File: config.mk
export PLATFORM = sky130hd
export DESIGN_NAME = pdiv_out_ramp
export DESIGN_NICKNAME = d
export VERILOG_FILES = /design/src/rtl/pdiv_pkg.sv /design/src/rtl/pdiv_sync.sv /design/src/rtl/pdiv_ramp.sv /design/src/rtl/pdiv_core.sv /design/src/rtl/pdiv_out_ramp.sv
export SDC_FILE = /design/constraint.sdc
export NUM_CORES = 1
export LEC_CHECK = 0
export ABC_AREA = 0
export BUFFER_PORTS_ARGS = -buffer_cell sky130_fd_sc_hd__clkbuf_2
export CORE_MARGIN = 2
export CORE_UTILIZATION = 51
export CTS_CLUSTER_SIZE = 10
export DETAILED_ROUTE_END_ITERATION = 10
export GPL_TIMING_DRIVEN = 1
export PLACE_DENSITY = 0.8
export RECOVER_POWER = 100
export SLEW_MARGIN = 20
export SYNTH_ARGS = -nofsm -noshare
export SYNTH_HDL_FRONTEND = slang
export SYNTH_SLANG_ARGS = --single-unit
File: constraint.sdc
create_clock -name vco_clk -period 2 [get_ports vco_clk]
set_input_delay 0.2 -clock vco_clk [delete_from_list [all_inputs] [get_ports vco_clk]]
set_output_delay 0.2 -clock vco_clk [all_outputs]
set_load 0.01 [all_outputs]
File: src/rtl/pdiv_pkg.sv
package pdiv_pkg;

  // Direction of the next ramp step.
  typedef enum logic [1:0] {
    RS_HOLD    = 2'd0,
    RS_DEEPEN  = 2'd1,
    RS_RESTORE = 2'd2
  } ramp_move_e;

  // Choose the move from the request and the level bounds.
  function automatic ramp_move_e pick_move(input logic pd_req,
                                           input logic at_floor,
                                           input logic at_ceil);
    ramp_move_e m;
    if (pd_req && !at_ceil)        m = RS_DEEPEN;
    else if (!pd_req && !at_floor) m = RS_RESTORE;
    else                           m = RS_HOLD;
    return m;
  endfunction

endpackage

File: src/rtl/pdiv_sync.sv
module pdiv_sync #(
  parameter int W      = 1,
  parameter int STAGES = 2
) (
  input  logic         clk,
  input  logic         rst_n,
  input  logic [W-1:0] d,
  output logic [W-1:0] q
);

  logic [STAGES-1:0][W-1:0] stage_q;

  generate
    if (STAGES == 1) begin : g_one
      always_ff @(posedge clk or negedge rst_n) begin
        if (!rst_n) stage_q <= '0;
        else        stage_q[0] <= d;
      end
    end else begin : g_chain
      always_ff @(posedge clk or negedge rst_n) begin
        if (!rst_n) stage_q <= '0;
        else        stage_q <= {stage_q[STAGES-2:0], d};
      end
    end
  endgenerate

  assign q = stage_q[STAGES-1];

endmodule

File: src/rtl/pdiv_ramp.sv
module pdiv_ramp
  import pdiv_pkg::*;
#(
  parameter int RAMP_STEPS = 4,
  parameter int LVL_W      = 3
) (
  input  logic             clk,
  input  logic             rst_n,
  input  logic             ref_s,
  input  logic             pd_s,
  output logic [LVL_W-1:0] level,
  output logic             busy
);

  localparam logic [LVL_W-1:0] CEIL = LVL_W'(RAMP_STEPS);

  logic       ref_q;
  logic       ref_tick;
  logic       at_floor, at_ceil;
  ramp_move_e move;

  // A step is allowed only on a synchronized reference rising edge.
  always_ff @(posedge clk or negedge rst_n) begin
    if (!rst_n) ref_q <= 1'b0;
    else        ref_q <= ref_s;
  end

  assign ref_tick = ref_s & ~ref_q;
  assign at_floor = (level == '0);
  assign at_ceil  = (level == CEIL);

  always_comb move = pick_move(pd_s, at_floor, at_ceil);

  always_ff @(posedge clk or negedge rst_n) begin
    if (!rst_n) begin
      level <= '0;
    end else if (ref_tick) begin
      unique case (move)
        RS_DEEPEN:  level <= level + 1'b1;
        RS_RESTORE: level <= level - 1'b1;
        default:    level <= level;
      endcase
    end
  end

  assign busy = (move != RS_HOLD);

endmodule

File: src/rtl/pdiv_core.sv
module pdiv_core #(
  parameter int NSEL_W = 2,
  parameter int LVL_W  = 3,
  parameter int EXP_W  = 3,
  parameter int CNT_W  = 7
) (
  input  logic              clk,
  input  logic              rst_n,
  input  logic [NSEL_W-1:0] n_sel,
  input  logic [LVL_W-1:0]  level,
  output logic              clk_out
);

  logic [EXP_W-1:0] e_next;
  logic [EXP_W-1:0] e_cur;
  logic [CNT_W-1:0] cnt;
  logic [CNT_W:0]   half_m1;
  logic             half_end;
  logic             clk_q;

  // Total exponent: programmed ratio plus the ramp's extra division.
  assign e_next  = EXP_W'(n_sel) + EXP_W'(level);
  assign half_m1 = ((CNT_W+1)'(1) << e_cur) - (CNT_W+1)'(1);
  assign half_end = ({1'b0, cnt} == half_m1);

  // Both halves use the same e_cur; it is reloaded only as the output rises.
  always_ff @(posedge clk or negedge rst_n) begin
    if (!rst_n) begin
      cnt   <= '0;
      clk_q <= 1'b0;
      e_cur <= '0;
    end else if (half_end) begin
      cnt   <= '0;
      clk_q <= ~clk_q;
      if (!clk_q) e_cur <= e_next;
    end else begin
      cnt <= cnt + 1'b1;
    end
  end

  assign clk_out = clk_q;

endmodule

File: src/rtl/pdiv_out_ramp.sv
module pdiv_out_ramp #(
  parameter int NSEL_W      = 2,
  parameter int RAMP_STEPS  = 4,
  parameter int SYNC_STAGES = 2
) (
  input  logic              vco_clk,
  input  logic              rst_n,
  input  logic              ref_clk,
  input  logic [NSEL_W-1:0] n_sel,
  input  logic              pwr_dn,
  output logic              clk_out,
  output logic              ramp_busy
);

  localparam int LVL_W = $clog2(RAMP_STEPS + 1);
  localparam int EMAX  = (1 << NSEL_W) - 1 + RAMP_STEPS;
  localparam int EXP_W = $clog2(EMAX + 1);
  localparam int CNT_W = (EMAX < 1) ? 1 : EMAX;

  logic [1:0]       sync_q;
  logic             ref_s;
  logic             pd_s;
  logic [LVL_W-1:0] lvl;

  pdiv_sync #(.W(2), .STAGES(SYNC_STAGES)) u_sync (
    .clk   (vco_clk),
    .rst_n (rst_n),
    .d     ({ref_clk, pwr_dn}),
    .q     (sync_q)
  );

  assign ref_s = sync_q[1];
  assign pd_s  = sync_q[0];

  pdiv_ramp #(.RAMP_STEPS(RAMP_STEPS), .LVL_W(LVL_W)) u_ramp (
    .clk   (vco_clk),
    .rst_n (rst_n),
    .ref_s (ref_s),
    .pd_s  (pd_s),
    .level (lvl),
    .busy  (ramp_busy)
  );

  pdiv_core #(.NSEL_W(NSEL_W), .LVL_W(LVL_W), .EXP_W(EXP_W), .CNT_W(CNT_W)) u_core (
    .clk     (vco_clk),
    .rst_n   (rst_n),
    .n_sel   (n_sel),
    .level   (lvl),
    .clk_out (clk_out)
  );

endmodule

* Word-level counts from Yosys, hierarchy flattened
Index checks and enable logic that the tools add are counted.
** Storage, ports and cells
- Output and inout port bits :: 2
- Input port bits :: 6
- Register bits after elaboration :: 19
- Word-level logic and storage cells :: 34
** Cells by class
- Reduce and logical (&&, ||, !) cells :: 10
- Add/subtract/negate cells :: 5
- Eq/ne operators :: 4
- Muxes and demuxes :: 4
- Bitwise operators :: 3
- Shift operators :: 1
** Operator list (number)
- equality test 7 x 8 -> 1 bit :: 1
- left shift 1 x 3 -> 8 bit (first input constant) :: 1
- subtractor 8 x 2 -> 8 bit (second input constant) :: 1
- adder 7 x 1 -> 7 bit (second input constant) :: 1
- 2-to-1 mux 7 bit :: 1
- case mux 3 bit (2 select lines) :: 1
- 2-to-1 mux 2 bit :: 2
- AND reduction 2 bit :: 2
- nonzero test 2 bit :: 2
- adder 2 x 3 -> 3 bit :: 1
- adder 3 x 1 -> 3 bit (second input constant) :: 1
- equality test 3 bit (second input constant) :: 1
- logical NOT 1 bit :: 3
- logical NOT 3 bit :: 1
- subtractor 3 x 1 -> 3 bit (second input constant) :: 1
- equality test 2 x 1 -> 1 bit (second input constant) :: 1
- equality test 2 bit (second input constant) :: 1
- logical AND 1 bit :: 2
- NOT 1 bit :: 2
- bitwise AND 1 bit :: 1

* Depth between registers and ports, before layout
Gate-level depths: netlist of run 1.
- Word-level depth :: 8
- Gate-level depth with buffers :: 6
- Mapped depth without buffers :: 6

* Cells and area by module
A second synthesis of run 1 with hierarchy kept.
** Second synthesis, totals
- Cells, all modules :: 92
- Area total of the unflattened synthesis :: 1046.0 um^2
** Modules (own cells, without submodules)
- pdiv_core :: cells each 66, area each 699.4 um^2, times used 1, seq. area each 275.3 um^2
- pdiv_ramp :: cells each 20, area each 231.5 um^2, times used 1, seq. area each 100.1 um^2
- pdiv_sync :: cells each 6, area each 115.1 um^2, times used 1, seq. area each 100.1 um^2

* Worst setup path after synthesis of run 1
Ideal clock, no wire load.
- Kind :: register to register
- Start point :: register u_core.e_cur[1]
- End point :: register u_core.e_cur[0]
- Data arrival time :: 1.785 ns
- Slack :: 0.088 ns
- Period minus slack after synthesis :: 1.912 ns
- Cell stages (with the launch flop) :: 7
- Setup time :: 0.128 ns
- Buffers on the path :: 1
- Required time :: 1.872 ns
- Cells stage by stage :: dfrtp_1 -> buf_6 -> or4_4 -> o22ai_2 -> o221ai_2 -> nor3_4 -> mux2_1
** Between the ends
- Word-level cells in the longest chain between the ends :: 4
** RTL lines
- from (decl) :: line pdiv_core.sv:15 : logic [EXP_W-1:0] e_cur;
- from (signal assigned) :: line pdiv_core.sv:35 : if (!clk_q) e_cur <= e_next;
- left shift 1 x 3 -> 8 bit :: line pdiv_core.sv:23 : assign half_m1 = ((CNT_W+1)'(1) << e_cur) - (CNT_W+1)'(1);
- subtractor 8 x 2 -> 8 bit :: line pdiv_core.sv:23
- equality test 7 x 8 -> 1 bit :: line pdiv_core.sv:24 : assign half_end = ({1'b0, cnt} == half_m1);
- AND reduction 2 bit (no line)
Every way passes these cells.
A chain may end at the register's enable or synchronous reset.

* Worst setup path after layout of run 1
Same ends and word-level chain as after synthesis.

==> results.toml, run 1 <==
[outcome]
outcome = "complete, no violations"

[global_routing]
grt_pass1_vias = 653
use_met1_pct = 26.33
grt_use_met2_pct = 29.60
grt_max_degree = 20
gr-max-usage-layer = "met2"
overflow = 0
antenna_found_initial = 0
grtUsageTotal_pct = 18.92
use_met3_pct = 2.264
grt_pass1_wl_um = 2925

[sta]
fmax_ghz = 0.5156
fin_crit_ns = 1.939
drv_slew = 0
rsz0062_at_grt = "true"
maxSlewHeadroom_pct = 35.72
finalCritPeriodShare_pct = 96.97
fin_skew_ns = 0.002871
hold_ws_ns = 0.2664
tightestPinTransition_ns = 0.9642
finalHoldViolCount = 0
setup_violations = 0

[clock_tree]
clk_pin_slew_worst_paths_ns = 0.11
worstSkewPairLatency_ns = 0.29
cts_made_buffers = 3
clock-root-buffer = "clkbuf_4"
h-tree-depth = 1
tritoncts = "built"
cts_buffer_depth = 2
clock-sinks = 19

[logic_synthesis]
synth_warnings = 0
synth_adder_area_share_pct = 6.616
synth_area_leaders = "dfrtp_1 48%, xnor2_1 6.2%, xor2_1 4.5%"
synth_common_cells = "19 x dfrtp_1, 8 x nor2_1, 7 x xnor2_1"
synth_area_um2 = 983.4
synth_top_cell_area_share_pct = 48.35
synth_xor_area_share_pct = 10.69
synthCells = 85
synth_area_per_cell_um2 = 11.57
yosysTopAreaCell = "dfrtp_1"
syn_nets = 95
synth-simple-area-share_pct = 17.56
yosys.cell_types.count = 31
synth-compound-area-share_pct = 8.270
synth-seq-area-share_pct = 48.35
synth_edf_count = 0
ys.flop_type = "dfrtp_1"
async_reset_ff_share_pct = 100.0
ys_ff_latch = 19
yosysMostFrequentCell = "dfrtp_1"
muxShareOfSynthArea_pct = 4.326
synth_top_family_by_area = "simple AND/OR/NAND/NOR gates"

[hold_path]
hold_depth = 3
worst_hold_path_type = "in -> reg"

[flow_run]
maxCapViolCount = 0

[layout]
syn2layout_area_growth_pct = 15.01
drive_above_1_share_pct = 21.57
finalNetCount = 113
diodes = 0
stdcell_area_um2 = 1131
post-route-util_pct = 64.11
final_cells = 127

[critical_path]
critPathCaptureType = "flop"
critPathBufInv = 0
start_kind = "flop"
crit_type = "reg -> reg"
cpPeakStageDelay_ns = 0.52
path_max_fanout = 5
crit_arrival_ns = 2.12
critical-path-top-delay-family = "simple AND/OR/NAND/NOR gates"
cp.depth = 5
path_cells = "or4_4 > o22ai_2 > o221ai_2 > nor3_4 > mux2_1"
slowest_stage = "or4_4"
cp_data_required_time_ns = 2.18
ff2ff_path_depth = 5

[routing]
vias_per_cell = 5.236
drt_iter0_drc = 22
post-route-drc-count = 0
ant_nets = 0
vias = 665
routed_wl_um = 1658
firstDrtPassIters = 4
wire_per_inst_um = 13.06

[placement]
dp_hpwl_um = 1239
dpl.cell_count = 119
placed_cell_area_um2 = 1069
io_buffers = 7
place_congestion = 0.7706

[power]
vdd_drop_max_v = 0.0008413
p_leak_nw = 0.4984
power_density_nw_per_um2 = 1501
finalPower_mw = 1.698

[die]
die_h_um = 47.91
die_w_um = 47.91
core.rowCount = 15
start_util_pct = 55.74
dieArea_um2 = 2295
io_pins = 8
coreArea_um2 = 1764
[registers in the layout, indices dropped and copies added (netlist names)]
register and flops:
u_sync.stage_q 2, u_core.e_cur 3, u_core.clk_out 1, u_core.cnt 7, u_ramp.ref_q 1, u_ramp.level 3, u_sync.q 2
[report_power, final]
| group | switching (mW) | internal (mW) |
|---|---|---|
| Sequential | 0.186 | 0.530 |
| Combinational | 0.399 | 0.391 |
| Clock | 0.118 | 0.0744 |
| Total | 0.703 | 0.995 |
[cells by family (layout without fill, tap and decap cells)]
logic type / count (synthesis) / after routing
buf+inv: 9 / 26
mux: 4 / 4
flops: 19 / 19
compound gates: 9 / 9
fa+ha+maj: 4 / 4
simple gates: 28 / 28
xor+xnor: 12 / 12
[worst min-delay path, delay by kind of cell]
kind / cells / cell delay, ns
fa+ha+maj: 1 / 0.13
buf+inv: 1 / 0.08
mux: 1 / 0.12
[worst paths after layout]
path	from	end	slack [ns]
max	u_core.e_cur[1]	u_core.e_cur[0]	0.06
min	n_sel[0]	u_core.e_cur[0]	0.27
max reg2reg	u_core.e_cur[1]	u_core.e_cur[0]	0.06
min reg2reg	u_sync.stage_q[0]	u_sync.q[0]	0.36
max in group asynchronous	rst_n	u_core.e_cur[1]	0.79
min in group asynchronous	rst_n	u_core.cnt[0]	0.57
[per-stage QoR]
stage               setup slack (ns)  setup TNS [ns]
global route               -0.005319       -0.005319
floorplan                    0.08768               0
global placement              0.1085               0
CTS                          0.03878               0
detailed placement           0.06088               0
finish                       0.06065               0
[routing by layer]
layer | routed length, µm | share of wire (%) | vias to the layer above
met2 | 828 | 50 | 12
met3 | 41 | 2.5 | 2
met1 | 774 | 47 | 326
met4 | 14 | 0.84 | 0
met5 | 0 | 0 | -
li1 | - | - | 325
[cells in the final DEF (no fill, tap or decap), types with 2 or more instances in the layout]
| cell type | synthesis | routed |
|---|---|---|
| clkbuf_4 | 0 | 3 |
| inv_1 | 6 | 6 |
| nor2_1 | 8 | 8 |
| nand3_1 | 4 | 4 |
| clkbuf_1 | 2 | 3 |
| clkbuf_2 | 0 | 4 |
| dlygate4sd3_1 | 0 | 3 |
| dfrtp_1 | 19 | 18 |
| ha_1 | 2 | 2 |
| o2111a_1 | 2 | 2 |
| a21oi_1 | 3 | 3 |
| nand2_1 | 4 | 4 |
| buf_4 | 0 | 6 |
| xor2_1 | 5 | 5 |
| fa_1 | 2 | 2 |
| xnor2_1 | 7 | 7 |
| mux2_1 | 2 | 2 |
| mux2i_1 | 2 | 2 |
[area by class of cell]
cell class	count	area, µm²
multi-input combinational	57	466.7
fill	157	633.1
timing repair buffer	16	106.4
inverter	6	22.52
sequential	19	476.7
clock buffer	3	22.52
tap	25	31.28
clock inverter	1	5.005
[what timing repair did]
action / CTS / global route
endpoints found under the setup margin: 0 / 2
hold buffers: 3 / 0
gates resized for setup: 0 / 1
endpoints found under the hold margin: 21 / 0
setup buffers: 0 / 1
Power figures use the tool's default switching activity.
==> run 2: changes to the inputs <==
--- a/config.mk
+++ b/config.mk
@@ -8,11 +8,11 @@
 export ABC_AREA = 0
 export BUFFER_PORTS_ARGS = -buffer_cell sky130_fd_sc_hd__clkbuf_2
 export CORE_MARGIN = 2
-export CORE_UTILIZATION = 51
+export CORE_UTILIZATION = 55
 export CTS_CLUSTER_SIZE = 10
 export DETAILED_ROUTE_END_ITERATION = 10
 export GPL_TIMING_DRIVEN = 1
-export PLACE_DENSITY = 0.8
+export PLACE_DENSITY = 0.82
 export RECOVER_POWER = 100
 export SLEW_MARGIN = 20
 export SYNTH_ARGS = -nofsm -noshare
==> constraint.sdc (replaced) <==
create_clock -name vco_clk -period 2.4 [get_ports vco_clk]
set_input_delay 0.24 -clock vco_clk [delete_from_list [all_inputs] [get_ports vco_clk]]
set_output_delay 0.24 -clock vco_clk [all_outputs]
set_load 0.01 [all_outputs]
==> run 2 against run 1 <==
Compared with the run above: die area is 6.7% lower; combinational power fell by 36%; cell count fell by 6.3%; highest routed layer unchanged.
==> results.toml, run 2 (synthesis results as in run 1) <==
[critical_path]
slowest_stage = "or4_4"
critPathCaptureType = "flop"
reg2reg_to = "u_core.e_cur[2]"
crit_type = "reg -> reg"
path_max_fanout = 10
critPathBufInv = 0
crit_arrival_ns = 2.36
reg2reg_from = "u_core.e_cur[1]"
start_kind = "flop"
ff2ff_path_depth = 5
critical-path-top-delay-family = "simple AND/OR/NAND/NOR gates"
r2r_setup_slack_ns = 0.23
cpPeakStageDelay_ns = 0.56
path_cells = "or4_4 > o22ai_2 > o221ai_2 > nor3_1 > mux2_1"
cp_data_required_time_ns = 2.59

[layout]
reg.largest.list = "u_core.cnt: 7 flops, u_core.e_cur: 3 flops, u_ramp.level: 3 flops"
post-route-util_pct = 61.25
top_register = "u_core.cnt"
nFillCells = 156
stdcell_area_um2 = 1046
largest_reg_flops = 7
finalNetCount = 105
final_common_cell = "dfrtp_1"
syn2layout_area_growth_pct = 6.361
diodes = 0
drive_above_1_share_pct = 13.83
final_cell_mix = "19 x dfrtp_1, 9 x nor2_1, 7 x xnor2_1"

[power]
p_leak_nw = 0.4554
finalPower_mw = 1.298
vdd_drop_max_v = 0.0006528
power_density_nw_per_um2 = 1241

[hold_path]
hold_end = "u_sync.stage_q[0]"
worst_hold_path_type = "in -> reg"
min_from = "pwr_dn"
hold_depth = 1

[routing]
wire_per_inst_um = 13.78
post-route-drc-count = 0
ant_nets = 0
wl_met2_um = 790
drt_iter0_drc = 2
top_layer = "met4"
vias_per_cell = 5.235
wl_met1_um = 802
wl_met3_um = 27
firstDrtPassIters = 3
vias = 623
routed_wl_um = 1640

[clock_tree]
clk_pin_slew_worst_paths_ns = 0.11
worstSkewPairLatency_ns = 0.29
cts_buffer_depth = 2
h-tree-depth = 1
clock-sinks = 19
cts_made_buffers = 3
tritoncts = "built"
clock-root-buffer = "clkbuf_4"
cts_setup_buffers = 0

[die]
die_w_um = 46.29
coreArea_um2 = 1708
dieArea_um2 = 2142
core.rowCount = 15
die_h_um = 46.29
start_util_pct = 57.58
io_pins = 8

[sta]
finalHoldViolCount = 0
rsz0062_at_grt = "false"
maxSlewHeadroom_pct = 34.37
tightestPinTransition_ns = 0.9844
hold_ws_ns = 0.03982
fmax_ghz = 0.4601
fin_skew_ns = 0.006045
finalCritPeriodShare_pct = 90.56
drv_slew = 0
setup_violations = 0
finalSetupTns_ns = 0
fin_crit_ns = 2.173

[global_routing]
grtUsageTotal_pct = 19.13
overflow = 0
grt_pass1_vias = 638
antenna_found_initial = 0
grt_max_degree = 20
grt_pass1_wl_um = 2780

[placement]
io_buffers = 7
place_congestion = 0.7382
dp_hpwl_um = 1208
placed_cell_area_um2 = 1031

[flow_run]
maxCapViolCount = 0

[outcome]
outcome = "complete, no violations"
==> run 2: cell types whose count changed in the layout (fill, tap and decap cells not counted), sizes merged <==
cell / previous run / this run
buf: 6 / 0
dlygate4sd3: 3 / 1
==> run 2: layer usage <==
layer	global-route usage (%)	vias up
li1	-	306
met1	25.70	310
met2	30.83	5
met3	2.353	2
met4	8.571	0
met5	0	-
==> run 2: timing repair <==
item                                   in CTS  in global routing
endpoints found under the hold margin      19                  0
hold buffers                                1                  0
gates resized for setup                     0                  0
==> run 2: power by group <==
| part | internal (mW) | total [mW] | switching, mW |
|---|---|---|---|
| registers | 0.439 | 0.629 | 0.190 |
| clock network | 0.0620 | 0.161 | 0.0994 |
| logic | 0.260 | 0.508 | 0.248 |
| total | 0.761 | 1.30 | 0.537 |
==> run 2: cell type report <==
type                    count  area (µm²)  area share [%]
multi-input cells          57       447.9           42.82
well taps                  25       31.28           2.990
repair buffers              8       41.29           3.947
clock inverters             1       5.005          0.4785
inverters                   6       22.52           2.153
clock buffers               3       22.52           2.153
flip-flops and latches     19       475.5           45.45
==> run 2: worst max-delay path by stage <==
stage,slack [ns],start,depth (start not counted),to
6_report,0.23,u_core.e_cur[1],5,u_core.e_cur[2]
5_1_grt,0.19,u_core.e_cur[1],5,u_core.e_cur[2]
4_1_cts,0.38,u_core.e_cur[1],5,u_core.e_cur[2]
3_5_place_dp,0.39,u_core.e_cur[1],5,u_core.e_cur[0]
3_3_place_gp,0.45,u_core.e_cur[1],5,u_core.e_cur[0]
2_1_floorplan,0.49,u_core.e_cur[1],6,u_core.e_cur[0]
==> run 2: through the flow <==
step / setup slack [ns] / instances
floorplan: 0.4877 / 85
global placement: 0.4544 / 114
detailed placement: 0.3917 / 114
CTS: 0.3763 / 119
global route: 0.1927 / 119
finish: 0.2267 / 119
